## src/rtl/xfer_seq_pkg.sv

```systemverilog
package xfer_seq_pkg;

    localparam int WORD_SHIFT = 2;
    localparam int WORD_BYTES = 1 << WORD_SHIFT;

    typedef enum logic [1:0] {
        MODE_INC_AFTER  = 2'd0,
        MODE_INC_BEFORE = 2'd1,
        MODE_DEC_AFTER  = 2'd2,
        MODE_DEC_BEFORE = 2'd3
    } xfer_mode_e;

    function automatic logic mode_is_dec(input xfer_mode_e m);
        return m[1];
    endfunction

    function automatic logic mode_is_before(input xfer_mode_e m);
        return m[0];
    endfunction

endpackage

```

## src/rtl/xfer_seq_plan.sv

```systemverilog
module xfer_seq_plan
    import xfer_seq_pkg::*;
#(
    parameter int AW   = 32,
    parameter int NREG = 16
) (
    input  logic [NREG-1:0] mask_i,
    input  logic [AW-1:0]   base_i,
    input  xfer_mode_e      mode_i,
    output logic [AW-1:0]   first_o,
    output logic [AW-1:0]   final_o
);
    localparam int CW = $clog2(NREG + 1);
    localparam logic [AW-1:0] STEP = AW'(WORD_BYTES);

    logic [CW-1:0] cnt;
    logic [AW-1:0] span;

    always_comb begin
        cnt = '0;
        for (int i = 0; i < NREG; i++) begin
            cnt = cnt + CW'(mask_i[i]);
        end
    end

    assign span = AW'(cnt) << WORD_SHIFT;

    always_comb begin
        if (mode_is_dec(mode_i)) begin
            final_o = base_i - span;
            first_o = mode_is_before(mode_i) ? (base_i - span)
                                             : (base_i - span + STEP);
        end else begin
            final_o = base_i + span;
            first_o = mode_is_before(mode_i) ? (base_i + STEP) : base_i;
        end
    end

endmodule

```

## src/rtl/xfer_seq_pick.sv

```systemverilog
module xfer_seq_pick #(
    parameter int NREG = 16,
    parameter int IW   = $clog2(NREG)
) (
    input  logic [NREG-1:0] mask_i,
    output logic [IW-1:0]   idx_o
);
    always_comb begin
        idx_o = '0;
        for (int i = NREG - 1; i >= 0; i--) begin
            if (mask_i[i]) idx_o = IW'(i);
        end
    end
endmodule

```

## src/rtl/xfer_addr_seq.sv

```systemverilog
module xfer_addr_seq
    import xfer_seq_pkg::*;
#(
    parameter int AW   = 32,
    parameter int NREG = 16,
    localparam int IW  = $clog2(NREG)
) (
    input  logic            clk,
    input  logic            rst,
    input  logic            start_i,
    input  logic [NREG-1:0] mask_i,
    input  logic [AW-1:0]   base_i,
    input  logic [1:0]      mode_i,
    output logic            busy_o,
    output logic            xfer_valid_o,
    input  logic            xfer_ready_i,
    output logic [IW-1:0]   xfer_reg_o,
    output logic [AW-1:0]   xfer_addr_o,
    output logic            done_o,
    output logic [AW-1:0]   wb_addr_o
);
    localparam logic [AW-1:0] STEP = AW'(WORD_BYTES);

    logic            busy_q;
    logic            done_q;
    logic [NREG-1:0] rem_q;
    logic [AW-1:0]   addr_q;
    logic [AW-1:0]   wb_q;

    logic [AW-1:0]   plan_first;
    logic [AW-1:0]   plan_final;
    logic [NREG-1:0] rem_next;
    logic            last_xfer;
    logic            accept_start;

    xfer_seq_plan #(.AW(AW), .NREG(NREG)) plan_i (
        .mask_i  (mask_i),
        .base_i  (base_i),
        .mode_i  (xfer_mode_e'(mode_i)),
        .first_o (plan_first),
        .final_o (plan_final)
    );

    xfer_seq_pick #(.NREG(NREG), .IW(IW)) pick_i (
        .mask_i (rem_q),
        .idx_o  (xfer_reg_o)
    );

    assign rem_next     = rem_q & (rem_q - NREG'(1));
    assign last_xfer    = (rem_next == '0);
    assign accept_start = start_i && !busy_q;

    always_ff @(posedge clk) begin
        if (rst) begin
            busy_q <= 1'b0;
            done_q <= 1'b0;
            rem_q  <= '0;
            addr_q <= '0;
            wb_q   <= '0;
        end else begin
            done_q <= 1'b0;
            if (accept_start) begin
                rem_q  <= mask_i;
                addr_q <= plan_first;
                wb_q   <= plan_final;
                if (mask_i == '0) done_q <= 1'b1;
                else              busy_q <= 1'b1;
            end else if (busy_q && xfer_ready_i) begin
                rem_q  <= rem_next;
                addr_q <= addr_q + STEP;
                if (last_xfer) begin
                    busy_q <= 1'b0;
                    done_q <= 1'b1;
                end
            end
        end
    end

    assign busy_o       = busy_q;
    assign xfer_valid_o = busy_q;
    assign xfer_addr_o  = addr_q;
    assign done_o       = done_q;
    assign wb_addr_o    = wb_q;

endmodule

```

## config.mk

```make
export PLATFORM = sky130hd
export DESIGN_NAME = xfer_addr_seq
export DESIGN_NICKNAME = d
export VERILOG_FILES = /design/src/rtl/xfer_seq_pkg.sv /design/src/rtl/xfer_seq_plan.sv /design/src/rtl/xfer_seq_pick.sv /design/src/rtl/xfer_addr_seq.sv
export SDC_FILE = /design/constraint.sdc
export NUM_CORES = 1
export LEC_CHECK = 0
export BUFFER_PORTS_ARGS = -buffer_cell sky130_fd_sc_hd__buf_2
export CAP_MARGIN = 20
export CORE_AREA = 2 2 120 122
export CTS_CLUSTER_DIAMETER = 60
export DETAILED_ROUTE_END_ITERATION = 10
export DIE_AREA = 0 0 122 124
export PLACE_DENSITY = 0.87
export SLEW_MARGIN = 5
export SYNTH_ARGS = -nofsm -noshare
export SYNTH_HDL_FRONTEND = slang
export SYNTH_SLANG_ARGS = --single-unit
```

## constraint.sdc

```tcl
create_clock -name clk -period 8.5 [get_ports clk]
set_input_delay 1.275 -clock clk [delete_from_list [all_inputs] [get_ports clk]]
set_output_delay 1.275 -clock clk [all_outputs]
set_load 0.01 [all_outputs]
```

==> flow_summary.toml, run 1 <==
[status]
status = "complete, no violations"

[detailed_routing]
dr.pass1.iters = 6
routed_wl_um = 23830
ant_nets = 0
vias = 8099
drc = 0
vias_per_cell = 6.317
initialDrtViolationCount = 1001
post_drt_wl_per_cell_um = 18.59

[sta]
finalMaxSlewViolations = 0
tightest_slew_ps = 966.5
setup_viol = 0
relSlewSlack_pct = 35.33
layout_setup_ws_ps = 709.0
fin_skew_ps = 8.270
min_period_over_period_pct = 91.66
final_hold_viol_count = 0
setup_tns_ps = 0
period_needed_ps = 7791
rsz0062_at_grt = "false"
clock.fmax_mhz = 128.4

[critical_path]
crit_arrival_ps = 8020
critPathKind = "in2reg"
cp-end-kind = "flip-flop"
startpoint_type = "input pin"
path_max_fanout = 8
worst_ep_required_time_ps = 8730

[synth]
avgSynthCellArea_um2 = 7.299
synth_cell_types = 80
synth-seq-cells = 82
yosysMostFrequentCell = "nand2_1"
synthArstFlopShare_pct = 0
ys_seq_area_share_pct = 22.01
synth_area_um2 = 7460
synthTopCellsByCount = "nand2_1, nor2_1, dfxtp_1"
synth_edf_count = 0
synth_area_leaders = "dfxtp_1, xnor2_1, nand2_1"
synth_top_area_share_pct = 22.01
synth_nets = 1108
synthCells = 1022
yosys.area.top_type = "dfxtp_1"
synthFlopType = "dfxtp_1"
yosysWarnings = 0

[finish]
regArea_um2 = 1642
drive_above_1_share_pct = 16.06
synthToLayoutAreaGrowth_pct = 12.29
multi_input_area_um2 = 5358
n_antenna_cell = 0
nFillCells = 1272
final_nets = 1183

[global_route]
grtUsageTotal_pct = 31.36
grt_overflow_total = 0
grt_max_degree = 87
antenna_found_initial = 0
grt_pass1_wl_um = 37160
first_global_vias = 7204

[floorplan]
die_h_um = 124
die_area_um2 = 15130
ios = 125
coreArea_um2 = 13720
fp-row-count = 43
start_util_pct = 54.37
fp.dieW_um = 122

[clock_network]
insertion_delay_ps = 360
htree_levels = 3
clock_sinks = 82
cts-root-buf = "clkbuf_16"
clkSlewWorstSetupHoldPaths_ps = 70
clock_path_buffers = 2
ctsResizeCount = 0
cts_tree = "yes"
postCtsSetupRepairBufs = 0
holdBufCountCts = 0
cts_made_buffers = 9

[placement]
dpl.hpwl_um = 17510
routabilityCongestion = 0.9936
dp_slack_ps = 350.7
port_buffers = 124

[power_and_ir_drop]
ir_drop_mv = 0.1634
cellLeakagePower_nw = 3.342
power_density_nw_per_um2 = 218.8

[run]
maxCapViolations = 0

[min_path]
hold_class = "reg2reg"
cells by family (layout without fill, tap and decap cells):
group           after synthesis  after routing  share of synthesized area, %
compound gates              241            241                         21.91
xor+xnor                    104            104                         12.21
buf+inv                     116            196                         6.307
flops                        82             82                         22.01
fa+ha+maj                    35             35                         6.978
simple gates                428            428                         28.26
mux                          16             16                         2.331
final cells by class:
cell class | count | share of cell area [%]
multi-input cells | 824 | 63.96
well taps | 180 | 2.689
flip-flops and latches | 82 | 19.60
inverters | 46 | 2.061
clock inverters | 7 | 0.7020
clock buffers | 9 | 2.689
repair buffers | 134 | 8.305
worst paths after layout:
kind | cells past startpoint | start | end | slack (ps)
setup / recovery | 21 | mask_i[0] | xfer_addr_o[21] | 710
hold reg to reg | 2 | wb_addr_o[21] | wb_addr_o[21] | 450
setup reg to reg | 9 | rem_q[0] | busy_o | 5780
hold / removal | 2 | wb_addr_o[21] | wb_addr_o[21] | 450
layout by cell type (no fill, tap or decap), types with 8 or more instances in the layout:
master	instances
a21oi_1	76
nand2_1	131
inv_1	46
xor2_1	43
nor4_1	15
and3_1	17
buf_2	124
mux2i_1	14
buf_4	10
nor2_1	108
or3_1	18
a31oi_1	8
nor3_1	34
fa_1	12
ha_1	20
dfxtp_1	82
a211oi_1	21
xnor2_1	61
nand3_1	31
clkbuf_16	9
a22oi_1	14
o211ai_1	13
nand4_1	26
o21ai_0	34
flip-flops by register name (all words and copies together) (netlist names):
register / count
busy_o: 1
done_o: 1
wb_addr_o: 32
xfer_addr_o: 32
rem_q: 16
report_power, final:
| part | switching (mW) | internal (mW) | total [mW] |
|---|---|---|---|
| logic | 0.584 | 0.385 | 0.970 |
| clock network | 0.189 | 0.204 | 0.393 |
| registers | 0.0441 | 0.426 | 0.470 |
per-layer routing:
layer  wire [um]  global-route usage [%]  vias up
met5           0                       0        -
met4         680                   11.85        0
met3        2482                   7.189       72
met2       10830                   48.85      432
met1        9842                   42.34     3787
li1            -                       -     3808
critical path: stages:
cell and delay [ps]:
buf_2 100, inv_1 50, ha_1 300, inv_1 80, fa_1 430, fa_1 490, fa_1 540, fa_1 430
fa_1 420, fa_1 410, xnor2_1 170, ha_1 490, nor2_2 110, o311ai_0 760, nand4_1 220, xor2_1 230
or4_4 600, nor4_1 370, xnor2_1 160, nor2_1 50, a2111oi_0 340
metrics by stage:
step	util (%)	cell area [um2]	hold slack [ps]	instances	total power [mW]
2_1_floorplan	-	7460	476.1	1022	1.207
3_3_place_gp	58.99	8093	436.9	1266	1.407
3_5_place_dp	58.99	8093	443.2	1266	1.424
4_1_cts	61.06	8377	452.1	1282	1.822
5_1_grt	61.06	8377	470.1	1282	1.969
6_report	61.06	8377	451.6	1282	1.833
Power figures use the tool's default switching activity.
==> inputs of run 2 (changes only) <==
==> constraint.sdc (replaced) <==
create_clock -name clk -period 9.4 [get_ports clk]
set_input_delay 1.41 -clock clk [delete_from_list [all_inputs] [get_ports clk]]
set_output_delay 1.41 -clock clk [all_outputs]
set_load 0.01 [all_outputs]
==> run 2 against run 1 <==
Effect of this change:
- global-route usage is essentially flat
- highest routed layer unchanged
- register-to-register slack improved by 960 ps
- critical path depth did not move
- largest power group unchanged
- hold slack hardly changed
- non-clock buffer count shrank 1
- sequential share of layout area barely moved
==> flow_summary.toml, run 2 (same netlist as run 1, synthesis figures left out) <==
[clock_network]
clock_path_buffers = 2
postCtsSetupRepairBufs = 0
cts_made_buffers = 9
clkSlewWorstSetupHoldPaths_ps = 60
cts_tree = "yes"
cts-root-buf = "clkbuf_16"
holdBufCountCts = 0
ctsResizeCount = 0
htree_levels = 3
clock_sinks = 82
insertion_delay_ps = 360

[floorplan]
fp.dieW_um = 122
coreArea_um2 = 13720
start_util_pct = 54.37
fp-row-count = 43
die_area_um2 = 15130
ios = 125
die_h_um = 124

[detailed_routing]
drc = 0
initialDrtViolationCount = 1130
ant_nets = 0
vias = 8031
vias_per_cell = 6.269
dr.pass1.iters = 5
post_drt_wl_per_cell_um = 18.67
routed_wl_um = 23920

[sta]
clock.fmax_mhz = 122.5
final_hold_viol_count = 0
finalMaxSlewViolations = 0
setup_tns_ps = 0
rsz0062_at_grt = "false"
period_needed_ps = 8160
relSlewSlack_pct = 27.92
min_period_over_period_pct = 86.81
setup_viol = 0
tightest_slew_ps = 1068
fin_skew_ps = 10.32

[global_route]
grt_pass1_wl_um = 37190
first_global_vias = 7278
grt_overflow_total = 0
grt_max_degree = 87
antenna_found_initial = 0
grtUsageTotal_pct = 31.39

[critical_path]
crit_arrival_ps = 8460
max_stage_delay_ps = 890
worst_ep_required_time_ps = 9700
crit_buf_inv = 3
path_cells = "buf_2, inv_1, ha_1, inv_1, fa_1, fa_1, fa_1, fa_1, fa_1, fa_1, xnor2_1, ha_1, nor2_2, o311ai_0, nand2_1, nor2_1, a21oi_1, nor3_1, mux2_1, or3_1, nand3_1"
startpoint_type = "input pin"
cp-end-kind = "flip-flop"
path_max_fanout = 8
critPathSlowestCell = "o311ai_0"
critPathKind = "in2reg"
crit_top_cell = "fa_1"
critPathTopFamily = "adder cells"

[power_and_ir_drop]
total_power_mw = 1.691
power_density_nw_per_um2 = 201.6
ir_drop_mv = 0.1793
cellLeakagePower_nw = 3.344

[placement]
dpl.hpwl_um = 17410
port_buffers = 124
routabilityCongestion = 0.9660

[run]
maxCapViolations = 0

[min_path]
hold_class = "reg2reg"

[finish]
synthToLayoutAreaGrowth_pct = 12.45
drive_above_1_share_pct = 15.89
n_antenna_cell = 0
mostFrequentLayoutCell = "nand2_1"
final_nets = 1182
final_cell_mix = "nand2_1, buf_2, nor2_1, dfxtp_1, a21oi_1"

[status]
status = "complete, no violations"
run 2: cell types whose count changed in the layout (fill, tap and decap cells not counted):
| cell | delta |
|---|---|
| clkbuf_1 | +1 |
| inv_8 | -1 |
| inv_6 | -2 |
| clkinvlp_4 | -1 |
| buf_4 | -1 |
| clkinv_2 | -1 |
| bufinv_16 | +1 |
| clkinv_4 | +3 |
run 2: worst register-to-register path, delay by kind of cell (launching register included):
| family | cells | cell delay [ps] |
|---|---|---|
| flip-flops | 1 | 380 |
| AO/OA/AOI/OAI | 3 | 440 |
| adder cells (fa/ha/maj) | 1 | 360 |
| AND/OR/NAND/NOR | 5 | 1360 |
run 2: through the flow:
stage | std cells | worst slack (ps) | utilization, % | hold slack [ps] | cell area (um2)
finish | 1281 | 1240 | 61.14 | 451.7 | 8388
global route | 1281 | 939.9 | 61.14 | 468.7 | 8388
CTS | 1281 | 1346 | 61.14 | 452.6 | 8388
detailed placement | 1265 | 998.0 | 58.93 | 442.7 | 8085
global placement | 1265 | 1333 | 58.93 | 437.9 | 8085
floorplan | 1022 | 1903 | - | 476.1 | 7460
run 2: area by class of cell:
cell class	instances	area, um2
Multi-Input combinational cell	824	5358
Fill cell	1294	5331
Sequential cell	82	1642
Timing Repair Buffer	133	688.2
Clock buffer	10	229.0
Tap cell	180	225.2
Inverter	46	172.7
Clock inverter	6	73.82
run 2: worst paths after layout:
check                                    from               to  slack, ps  depth (start not counted)
worst min register to register  wb_addr_o[10]    wb_addr_o[10]        450                          2
worst min-delay path            wb_addr_o[10]    wb_addr_o[10]        450                          2
worst max register to register       rem_q[0]           busy_o       6740                          9
worst max-delay path                mask_i[0]  xfer_addr_o[24]       1240                         21
run 2: layer usage:
layer	global-route usage, %	part of all wire [%]	vias to the layer above
li1	-	-	3795
met5	0	0	-
met2	49.34	46	429
met1	42.41	42	3750
met3	5.311	8.7	57
met4	13.86	3.1	0
run 2: where the power goes:
group          switching (mW)  internal (mW)  leakage (nW)  total, mW
clock network           0.167          0.209         0.148      0.376
logic                   0.541          0.349          2.52      0.891
registers              0.0391          0.385         0.677      0.425
